--- config.mk ---
export PLATFORM = sky130hd
export DESIGN_NAME = dbg_xfer_chains
export DESIGN_NICKNAME = d
export VERILOG_FILES = /design/src/rtl/dbg_xfer_pkg.sv /design/src/rtl/dbg_issue_ctrl.sv /design/src/rtl/dbg_inst_chain.sv /design/src/rtl/dbg_data_chain.sv /design/src/rtl/dbg_xfer_chains.sv
export SDC_FILE = /design/constraint.sdc
export NUM_CORES = 1
export LEC_CHECK = 0
export BUFFER_PORTS_ARGS = -buffer_cell sky130_fd_sc_hd__buf_2
export CAP_MARGIN = 15
export CORE_MARGIN = 2
export CORE_UTILIZATION = 30
export CTS_BUF_LIST = sky130_fd_sc_hd__clkbuf_8
export CTS_CLUSTER_DIAMETER = 150
export DETAILED_ROUTE_END_ITERATION = 7
export SKIP_LAST_GASP = 1
export SLEW_MARGIN = 15
export SYNTH_ARGS = -nofsm -noshare
export SYNTH_HDL_FRONTEND = slang
export SYNTH_SLANG_ARGS = --single-unit
--- constraint.sdc ---
create_clock -name clk_i -period 1.7 [get_ports clk_i]
set_input_delay 0.255 -clock clk_i [delete_from_list [all_inputs] [get_ports clk_i]]
set_output_delay 0.255 -clock clk_i [all_outputs]
set_load 0.02 [all_outputs]
--- src/rtl/dbg_xfer_pkg.sv ---
package dbg_xfer_pkg;
  // decoded TAP activity seen by one chain
  typedef struct packed {
    logic cap;
    logic sft;
    logic upd;
  } chain_strb_t;
endpackage

--- src/rtl/dbg_issue_ctrl.sv ---
module dbg_issue_ctrl #(
  parameter int DATA_W = 32
) (
  input  logic              clk_i,
  input  logic              rst_ni,
  input  logic              update_dr_i,
  input  logic              run_idle_i,
  input  logic              path_en_i,
  input  logic [DATA_W-1:0] op_i,
  input  logic              done_i,
  output logic              issue_o,
  output logic [DATA_W-1:0] opcode_o,
  output logic              done_flag_o
);
  logic armed_q, issue_q, flag_q;
  logic [DATA_W-1:0] op_q;
  logic fire;

  assign fire = run_idle_i && armed_q && path_en_i;

  always_ff @(posedge clk_i or negedge rst_ni) begin
    if (!rst_ni) begin
      armed_q <= 1'b0;
      issue_q <= 1'b0;
      flag_q  <= 1'b1;
      op_q    <= '0;
    end else begin
      // arm on update; any idle cycle consumes or discards the arm
      if (update_dr_i && path_en_i) armed_q <= 1'b1;
      else if (run_idle_i)          armed_q <= 1'b0;
      issue_q <= fire;
      if (fire) op_q <= op_i;
      if (fire)        flag_q <= 1'b0;
      else if (done_i) flag_q <= 1'b1;
    end
  end

  assign issue_o     = issue_q;
  assign opcode_o    = op_q;
  assign done_flag_o = flag_q;
endmodule

--- src/rtl/dbg_inst_chain.sv ---
module dbg_inst_chain
  import dbg_xfer_pkg::*;
#(
  parameter int DATA_W = 32
) (
  input  logic              clk_i,
  input  logic              rst_ni,
  input  chain_strb_t       strb_i,
  input  logic              tdi_i,
  input  logic              flag_i,
  output logic              tdo_o,
  output logic [DATA_W-1:0] op_o
);
  localparam int LEN = DATA_W + 1;

  logic [LEN-1:0]    sr_q;
  logic [DATA_W-1:0] op_q;

  always_ff @(posedge clk_i or negedge rst_ni) begin
    if (!rst_ni) begin
      sr_q <= '0;
      op_q <= '0;
    end else begin
      if (strb_i.cap)      sr_q <= {flag_i, op_q};
      else if (strb_i.sft) sr_q <= {tdi_i, sr_q[LEN-1:1]};
      if (strb_i.upd) op_q <= sr_q[DATA_W-1:0];
    end
  end

  assign tdo_o = sr_q[0];
  assign op_o  = op_q;
endmodule

--- src/rtl/dbg_data_chain.sv ---
module dbg_data_chain
  import dbg_xfer_pkg::*;
#(
  parameter int DATA_W = 32
) (
  input  logic              clk_i,
  input  logic              rst_ni,
  input  chain_strb_t       strb_i,
  input  logic              intest_i,
  input  logic              extest_i,
  input  logic              tdi_i,
  output logic              tdo_o,
  output logic [DATA_W-1:0] h2c_data_o,
  output logic              h2c_full_o,
  input  logic              h2c_take_i,
  input  logic [DATA_W-1:0] c2h_data_i,
  input  logic              c2h_put_i,
  output logic              c2h_full_o
);
  localparam int LEN = DATA_W + 2;
  localparam int RDY = DATA_W;
  localparam int NRT = DATA_W + 1;

  logic [LEN-1:0]    sr_q;
  logic [DATA_W-1:0] h2c_q, c2h_q;
  logic              h2c_full_q, c2h_full_q, ovr_q, rdy_q;
  logic              cap_in, cap_ex, upd_ex, consume;

  assign cap_in  = strb_i.cap && intest_i;
  assign cap_ex  = strb_i.cap && extest_i && !intest_i;
  assign upd_ex  = strb_i.upd && extest_i && !intest_i;
  assign consume = cap_in && c2h_full_q;

  // scan register
  always_ff @(posedge clk_i or negedge rst_ni) begin
    if (!rst_ni) begin
      sr_q <= '0;
    end else if (cap_in) begin
      sr_q <= '0;
      sr_q[DATA_W-1:0] <= c2h_q;
      sr_q[RDY]        <= c2h_full_q;
      sr_q[NRT]        <= !ovr_q;
    end else if (cap_ex) begin
      sr_q <= '0;
      sr_q[RDY] <= !h2c_full_q;
      sr_q[NRT] <= 1'b1;
    end else if (strb_i.sft) begin
      sr_q <= {tdi_i, sr_q[LEN-1:1]};
    end
  end

  // debugger-to-core register
  always_ff @(posedge clk_i or negedge rst_ni) begin
    if (!rst_ni) begin
      h2c_q      <= '0;
      h2c_full_q <= 1'b0;
      rdy_q      <= 1'b0;
    end else begin
      if (cap_ex)      rdy_q <= !h2c_full_q;
      else if (upd_ex) rdy_q <= 1'b0;
      if (upd_ex && rdy_q) begin
        h2c_q      <= sr_q[DATA_W-1:0];
        h2c_full_q <= 1'b1;
      end else if (h2c_take_i) begin
        h2c_full_q <= 1'b0;
      end
    end
  end

  // core-to-debugger register
  always_ff @(posedge clk_i or negedge rst_ni) begin
    if (!rst_ni) begin
      c2h_q      <= '0;
      c2h_full_q <= 1'b0;
      ovr_q      <= 1'b0;
    end else begin
      if (consume) begin
        c2h_full_q <= c2h_put_i;
        if (c2h_put_i) c2h_q <= c2h_data_i;
      end else if (c2h_put_i && !c2h_full_q) begin
        c2h_full_q <= 1'b1;
        c2h_q      <= c2h_data_i;
      end
      if (cap_in)                       ovr_q <= 1'b0;
      else if (c2h_put_i && c2h_full_q) ovr_q <= 1'b1;
    end
  end

  assign tdo_o      = sr_q[0];
  assign h2c_data_o = h2c_q;
  assign h2c_full_o = h2c_full_q;
  assign c2h_full_o = c2h_full_q;
endmodule

--- src/rtl/dbg_xfer_chains.sv ---
module dbg_xfer_chains
  import dbg_xfer_pkg::*;
#(
  parameter int DATA_W     = 32,
  parameter int SEL_W      = 5,
  parameter int INST_CHAIN = 4,
  parameter int DATA_CHAIN = 5
) (
  input  logic              clk_i,
  input  logic              rst_ni,
  input  logic              capture_dr_i,
  input  logic              shift_dr_i,
  input  logic              update_dr_i,
  input  logic              run_idle_i,
  input  logic              tdi_i,
  output logic              tdo_o,
  input  logic              ir_intest_i,
  input  logic              ir_extest_i,
  input  logic [SEL_W-1:0]  chain_sel_i,
  output logic              issue_o,
  output logic [DATA_W-1:0] opcode_o,
  input  logic              done_i,
  output logic [DATA_W-1:0] h2c_data_o,
  output logic              h2c_full_o,
  input  logic              h2c_take_i,
  input  logic [DATA_W-1:0] c2h_data_i,
  input  logic              c2h_put_i,
  output logic              c2h_full_o
);
  localparam logic [SEL_W-1:0] INST_ID = SEL_W'(INST_CHAIN);
  localparam logic [SEL_W-1:0] DATA_ID = SEL_W'(DATA_CHAIN);

  logic        ir_ok, inst_sel, data_sel, path_en;
  logic        inst_tdo, data_tdo, flag;
  logic [DATA_W-1:0] op_latched;
  chain_strb_t inst_strb, data_strb;

  assign ir_ok    = ir_intest_i || ir_extest_i;
  assign inst_sel = ir_ok && (chain_sel_i == INST_ID);
  assign data_sel = ir_ok && (chain_sel_i == DATA_ID);
  assign path_en  = inst_sel || data_sel;

  assign inst_strb = '{cap: capture_dr_i && inst_sel, sft: shift_dr_i && inst_sel,
                       upd: update_dr_i && inst_sel};
  assign data_strb = '{cap: capture_dr_i && data_sel, sft: shift_dr_i && data_sel,
                       upd: update_dr_i && data_sel};

  dbg_inst_chain #(.DATA_W(DATA_W)) u_inst (
    .clk_i  (clk_i),
    .rst_ni (rst_ni),
    .strb_i (inst_strb),
    .tdi_i  (tdi_i),
    .flag_i (flag),
    .tdo_o  (inst_tdo),
    .op_o   (op_latched)
  );

  dbg_data_chain #(.DATA_W(DATA_W)) u_data (
    .clk_i      (clk_i),
    .rst_ni     (rst_ni),
    .strb_i     (data_strb),
    .intest_i   (ir_intest_i),
    .extest_i   (ir_extest_i),
    .tdi_i      (tdi_i),
    .tdo_o      (data_tdo),
    .h2c_data_o (h2c_data_o),
    .h2c_full_o (h2c_full_o),
    .h2c_take_i (h2c_take_i),
    .c2h_data_i (c2h_data_i),
    .c2h_put_i  (c2h_put_i),
    .c2h_full_o (c2h_full_o)
  );

  dbg_issue_ctrl #(.DATA_W(DATA_W)) u_issue (
    .clk_i       (clk_i),
    .rst_ni      (rst_ni),
    .update_dr_i (update_dr_i),
    .run_idle_i  (run_idle_i),
    .path_en_i   (path_en),
    .op_i        (op_latched),
    .done_i      (done_i),
    .issue_o     (issue_o),
    .opcode_o    (opcode_o),
    .done_flag_o (flag)
  );

  always_comb begin
    if (inst_sel)      tdo_o = inst_tdo;
    else if (data_sel) tdo_o = data_tdo;
    else               tdo_o = 1'b0;
  end
endmodule

==> metrics, run 1 <==
GRT Overall Usage=0.131; Reg2Reg Launch Point=u_data.c2h_full_o$_DFFE_PN0P_; clk buf depth=3; leak pwr=about 5.3 nW; Starting Density=0.302; Final Non-Filler Cells=1,233; post-DR wirelength/cell=15.0 um; via count=5,534; worst min-delay path category=input port to register; Synth Area in Simple Gates=0.0756; share of cells above drive strength 1=0.382; largest net degree at the start of global routing=66; area of the core=between 20,000 and 30,000 um^2; Pint=8.95 mW; worst slew pin tran=0.413 ns; Area growth, synth to finish=29.3%; die width=171 um; DRC=0; pwr/cell area=1130 nW/um^2; adder-cell area share of the yosys netlist=0; max-slew violations=0; clk_lat worst skew=0.52 ns; Relative slew margins=0.725; Critical R2R Capture=u_data.c2h_q[18]$_DFFE_PN0P_; total number of H-tree levels=2; status=finished clean; vias in the first global route=5,726; initial antenna violation count=1; Sw Ratio=0.264; first-pass GRT wire length=a little over 30 mm; io pins=117; max cap viols=0; Mapped Area=8350 um^2; post-synthesis mux area share=0.212; routed wl met3=1.01 mm; Critical Path Sink Type=register; Post-Route M1 WL=8.72 mm; CTS Root Cell=clkbuf_8; Cell variety after synth=37; Synth Area in Compound Gates=0.0743; post-synthesis xor/xnor area fraction=0; GR Overflow Total=0; buffers added on ports=116; clock power share=0.374; YS warnings=0; met2 wire len=8.37 mm; crit-path max FO=18; Worst EP required=roughly 2.1 ns; Clock Skew=0.0157 ns; Cells on Worst Hold Path=3; CP Class=input port to register; Synth Instances=646; Hold Fails Final Rpt=0; hold worst-path end=u_issue.armed_q$_DFFE_PN0P_; clock sink count=202; total CTS buffers=38; initial DRC count=175; Seq/Total Area, Yosys=0.605; Final min period=~1.7 ns; hpwl dp=about 12 mm; reg-to-reg slack, setup=0.27 ns; floorplan row count=61; f_max=0.605 GHz; Placer Congestion=roughly 0.76; routed wire length=18.5 mm; CTS tree=built; post-route ant nets=0; via/cell ratio=4.49; Yosys reg bits=202; VDD IR max=approximately 0.67 mV; Comb pwr share=0.121; Period Utilization, post-route=0.972; RSZ-0062 raised after global routing=false; DRT Pass-1 Iters=4; syn_nets=around 700; R2R depth=4; Arrival @ worst endpoint=between 2 and 2.5 ns; clk slew on worst S/H paths=0.06 ns; Total Power=roughly 12 mW; CP startpoint kind=input port; DIE AREA=29,200 um^2; NumNets Final=~880; dpl cells=roughly 1,100; Switching Power=3.21 mW; HP Start=update_dr_i; ant diodes=0; Max Used Layer=met5; Die Ht=171 um; Seq pwr share=0.505; Final setup violation count=0; Avg Cell Area, Syn=12.9 um^2; combinational family with the most area after synthesis=multiplexers
final cells by class:
class                      instances  area (um^2)
clock buffer                      45          619
clock inverter                    20          121
fill                            2664        16800
inverter                           8         30.0
multi-input combinational        393         3070
sequential                       202         5060
tap                              378          473
timing repair buffer             187         1430
what timing repair did:
action | 4_1_cts | 5_1_grt
pin swaps | 0 | 1
setup endpoints to repair | 1 | 10
endpoints found under the hold margin | 215 | 0
buffers inserted | 0 | 2
gates cloned | 0 | 0
hold buffers | 37 | 0
gates resized for setup | 2 | 0
power groups by stage:
stage | Sequential (mW) | Combinational (mW) | Clock [mW]
5_1_grt | 6.24 | 1.70 | 5.00
6_report | 6.13 | 1.48 | 4.55
3_5_place_dp | 6.21 | 1.43 | 0
3_3_place_gp | 6.20 | 1.38 | 0
2_1_floorplan | 6.02 | 1.05 | 0
4_1_cts | 6.14 | 1.50 | 4.74
flip-flops by register name, summed over array words and instances (netlist names), 32 cells and up:
| register | flops |
|---|---|
| u_inst.sr_q | 33 |
| u_data.c2h_q | 32 |
| u_data.h2c_data_o | 32 |
| u_data.sr_q | 34 |
| u_issue.opcode_o | 32 |
| u_inst.op_o | 32 |
layout by cell type, fill, tap and decap left out, types with 3 or more instances in the layout:
cell,netlist,final
mux2_4,0,4
a31oi_1,32,32
nor2b_1,34,34
mux2i_1,33,33
nor2_1,71,71
o21ai_0,3,3
inv_1,8,18
buf_12,0,17
a21oi_1,63,63
clkbuf_8,0,46
buf_2,14,114
clkinv_2,0,6
mux2_1,22,18
dlygate4sd3_1,0,37
buf_4,5,18
dfrtp_1,201,201
mux2_2,106,106
worst max-delay path, stage by stage:
cell	delay (ns)
buf_2	0.11
or4b_4	0.61
or3_4	0.43
nor2_8	0.13
buf_12	0.17
mux2_1	0.33
cell families (layout without fill, tap and decap cells):
| group | after synthesis | after routing |
|---|---|---|
| compound gates | 110 | 110 |
| mux | 161 | 161 |
| flops | 202 | 202 |
| simple gates | 122 | 122 |
| buf+inv | 51 | 260 |
Yosys cell counts (all sizes together):
cell       n  area share
dfstp      1      0.0031
nor2b     34       0.025
o21ai      4      0.0024
a21o       2      0.0018
buf       26       0.021
a22oi      2      0.0018
nand3      2      0.0012
nor2      73       0.035
nor3       3      0.0018
or4b       1      0.0012
nor4b      2      0.0039
nand4      1     0.00075
mux2i     33       0.040
o32a       1      0.0012
a21oi     63       0.038
o21bai     1     0.00090
dfrtp    201        0.60
o211ai     1     0.00090
or3        1      0.0013
clkbuf    17      0.0076
o2111ai    1      0.0010
and3       2      0.0015
inv        8      0.0036
o22ai      2      0.0015
nand2      2     0.00090
a31oi     32       0.024
mux2     128        0.17
nor4       1      0.0025
a41oi      1      0.0010
worst max-delay path by stage:
stage | start | endpoint | slack (ns) | cells after the start
after floorplan | chain_sel_i[1] | u_inst.op_o[10]$_DFFE_PN0P_ | -0.35 | 6
after global placement | chain_sel_i[1] | u_inst.sr_q[32]$_DFFE_PN0P_ | -0.42 | 7
after detailed placement | chain_sel_i[1] | u_inst.sr_q[23]$_DFFE_PN0P_ | -0.45 | 7
after CTS | chain_sel_i[1] | tdo_o | 0.02 | 4
after global routing | u_inst.sr_q[0]$_DFFE_PN0P_ | tdo_o | 0.01 | 3
final | chain_sel_i[4] | u_inst.op_o[29]$_DFFE_PN0P_ | 0.05 | 6
stage by stage:
stage                     area, um^2  TNS (ns)  utilization  worst slack, ns  hold slack (ns)
final                          10800         0        0.391           0.0473           0.0665
after global routing           10800         0        0.391          0.00979           0.0860
after CTS                      10800         0        0.390           0.0191           0.0279
after detailed placement        9670    -56.80        0.350           -0.446            0.187
after global placement          9670    -55.25        0.350           -0.420            0.190
after floorplan                 8390    -30.58            -           -0.347          -0.0406
layer usage:
metal,GRT usage,vias up
li1,-,2651
met1,0.174,2706
met2,0.208,139
met3,0.0340,36
met4,0.0427,2
met5,0,-
Note: power is estimated with default switching activity, not from simulation.
==> run 2: changes to the inputs <==
--- a/config.mk
+++ b/config.mk
@@ -7,7 +7,7 @@
 export LEC_CHECK = 0
 export BUFFER_PORTS_ARGS = -buffer_cell sky130_fd_sc_hd__buf_2
 export CAP_MARGIN = 15
-export CORE_MARGIN = 2
+export CORE_MARGIN = 4
 export CORE_UTILIZATION = 30
 export CTS_BUF_LIST = sky130_fd_sc_hd__clkbuf_8
 export CTS_CLUSTER_DIAMETER = 150
==> metrics, run 2 (synthesis gave the netlist of run 1 again) <==
status=finished with violations; failing checks=negative setup slack; worst path bufs/invs=3 (+1); clk slew on worst S/H paths=0.06 ns (about the same); HP Start=tdi_i; VDD IR max=0.504 mV (-25%); initial DRC count=239 (+37%); initial antenna violation count=0 (-1); via/cell ratio=4.56 (+1.7%); max reg flops=34 (unchanged); Starting Density=0.307 (+0.00504); pwr/cell area=1150 nW/um^2 (+2.1%); clk buf depth=3 (unchanged); DP Area=9640 um^2 (-0.36%); DRC=0 (unchanged); total number of H-tree levels=2 (unchanged); Clock Skew=0.0272 ns (+0.0114 ns); Hold Fails Final Rpt=0 (unchanged); Period Utilization, post-route=1.04 (+0.0654); CP startpoint kind=input port; clk_lat worst skew=0.52 ns (about the same); CP top delay family=simple AND/OR/NAND/NOR gates; NumNets Final=888 (+1.0%); Arrival @ worst endpoint=2.14 ns (+0.09 ns); most flop-heavy register=u_data.sr_q; via count=5,651 (+2.1%); Relative slew margins=0.728 (+0.00314); crit-path max FO=24 (+6); ant diodes=0 (unchanged); Worst EP required=2.08 ns (-0.02 ns); Final Non-Filler Cells=1,238 (+0.41%); largest net degree at the start of global routing=67 (+1.5%); max cap viols=0 (unchanged); worst slew pin tran=0.407 ns (-0.00621 ns); post-route ant nets=0 (unchanged); commonest non-fill, non-tap cell in the layout=dfrtp_1; critical-path cell with the highest stage delay=or4b_4; hold worst-path end=u_inst.sr_q[32]$_DFFE_PN0P_; post-DR wirelength/cell=15.5 um (+3.3%); Reg2Reg Launch Point=u_data.c2h_full_o$_DFFE_PN0P_; floorplan row count=60 (-1.6%); Critical R2R Capture=u_data.c2h_q[18]$_DFFE_PN0P_; DIE AREA=30,600 um^2 (+4.7%); leak pwr=5.36 nW (+2.0%); CP cell instances=buf_6, or4b_4, buf_4, or3_4, nor2_8, buf_12, mux2_2; buffers added on ports=116 (unchanged); CP Class=input port to register; GRT Overall Usage=0.125 (-0.00610); worst min-delay path category=input port to register; Fin Hold WS=0.0568 ns (-0.00971 ns); reg-to-reg slack, setup=0.26 ns (about the same); first-pass GRT wire length=31.4 mm (+3.9%); Final setup violation count=41 (+41); RSZ-0062 raised after global routing=true; routed wire length=19.2 mm (+3.7%); io pins=117 (unchanged); hpwl dp=12.5 mm (+2.5%); Area growth, synth to finish=31.5%; area of the core=27,200 um^2 (-1.6%); f_max=0.567 GHz (-6.3%); Worst Slack Setup Final=-0.0639 ns (-0.111 ns); Critical Path Sink Type=register; CTS tree=built; die width=175 um (+2.3%); total CTS buffers=38 (unchanged); Die Ht=175 um (+2.3%); GR Overflow Total=0 (unchanged); clock sink count=202 (unchanged); crit-path max cell delay=0.58 ns (-0.03 ns); Cells on Worst Hold Path=3 (unchanged); CTS Root Cell=clkbuf_8; DRT Pass-1 Iters=4 (unchanged); share of cells above drive strength 1=0.389 (+0.00669); dpl cells=1,127 (-0.27%); Placer Congestion=0.719 (-4.8%); vias in the first global route=5,704 (-0.38%); biggest regs=u_data.sr_q: 34 flops, u_inst.sr_q: 33 flops; R2R depth=4 (unchanged); Finished Cell Area=11,000 um^2 (+1.7%); Setup TNS=-0.991 ns (-0.991 ns); max-slew violations=0 (unchanged); most frequent cells in the layout=dfrtp_1 (201), buf_2 (113), mux2_2 (106), nor2_1 (71), a21oi_1 (63); Final min period=1.76 ns (+0.111 ns)
[run 2: worst max-delay path by stage]
| stage | start | endpoint | depth (start not counted) |
|---|---|---|---|
| finish | chain_sel_i[1] | u_inst.op_o[1]$_DFFE_PN0P_ | 7 |
| global placement | chain_sel_i[1] | u_inst.op_o[10]$_DFFE_PN0P_ | 6 |
| detailed placement | chain_sel_i[1] | u_inst.op_o[31]$_DFFE_PN0P_ | 6 |
| floorplan | chain_sel_i[1] | u_inst.op_o[10]$_DFFE_PN0P_ | 6 |
| global route | chain_sel_i[1] | u_inst.op_o[1]$_DFFE_PN0P_ | 7 |
| CTS | chain_sel_i[4] | u_inst.op_o[1]$_DFFE_PN0P_ | 7 |
[run 2: power breakdown]
part           switching (mW)  internal [mW]
logic                   0.677          0.843
registers               0.586           5.57
clock network            2.02           2.91
[run 2: worst register-to-register path, delay by kind of cell (launching register included)]
family                 cells  cell delay (ns)
multiplexers               1             0.37
flip-flops                 1             0.37
AO/OA/AOI/OAI              1             0.24
buffers and inverters      2             0.32
[run 2: per-stage QoR]
step                setup slack (ns)   util  power, mW
floorplan                     -0.347      -       7.07
global placement              -0.438  0.355       7.59
detailed placement            -0.455  0.355       7.67
CTS                          -0.0379  0.400       12.8
global route                 -0.0601  0.404       13.4
finish                       -0.0639  0.404       12.6
[run 2: what timing repair did]
action	CTS	global route
gates resized for setup	7	8
setup buffers	3	2
pin swaps	2	5
hold endpoints to repair	105	0
cloned	0	3
hold buffers	37	0
setup endpoints to repair	1	63
[run 2: final cells by class]
class                      count  area [um^2]
multi-input combinational    393         3090
timing repair buffer         196         1540
clock inverter                21          173
clock buffer                  46          633
tap                          372          465
sequential                   202         5060
fill                        2627        16200
inverter                       8         30.0
[run 2: layer usage]
metal / global-route usage / routed length, um / up-vias
met5: 0 / 0 / -
met4: 0.0363 / 390 / 0
met3: 0.0335 / 1030 / 37
met2: 0.193 / 8710 / 130
met1: 0.172 / 9080 / 2804
li1: - / - / 2680
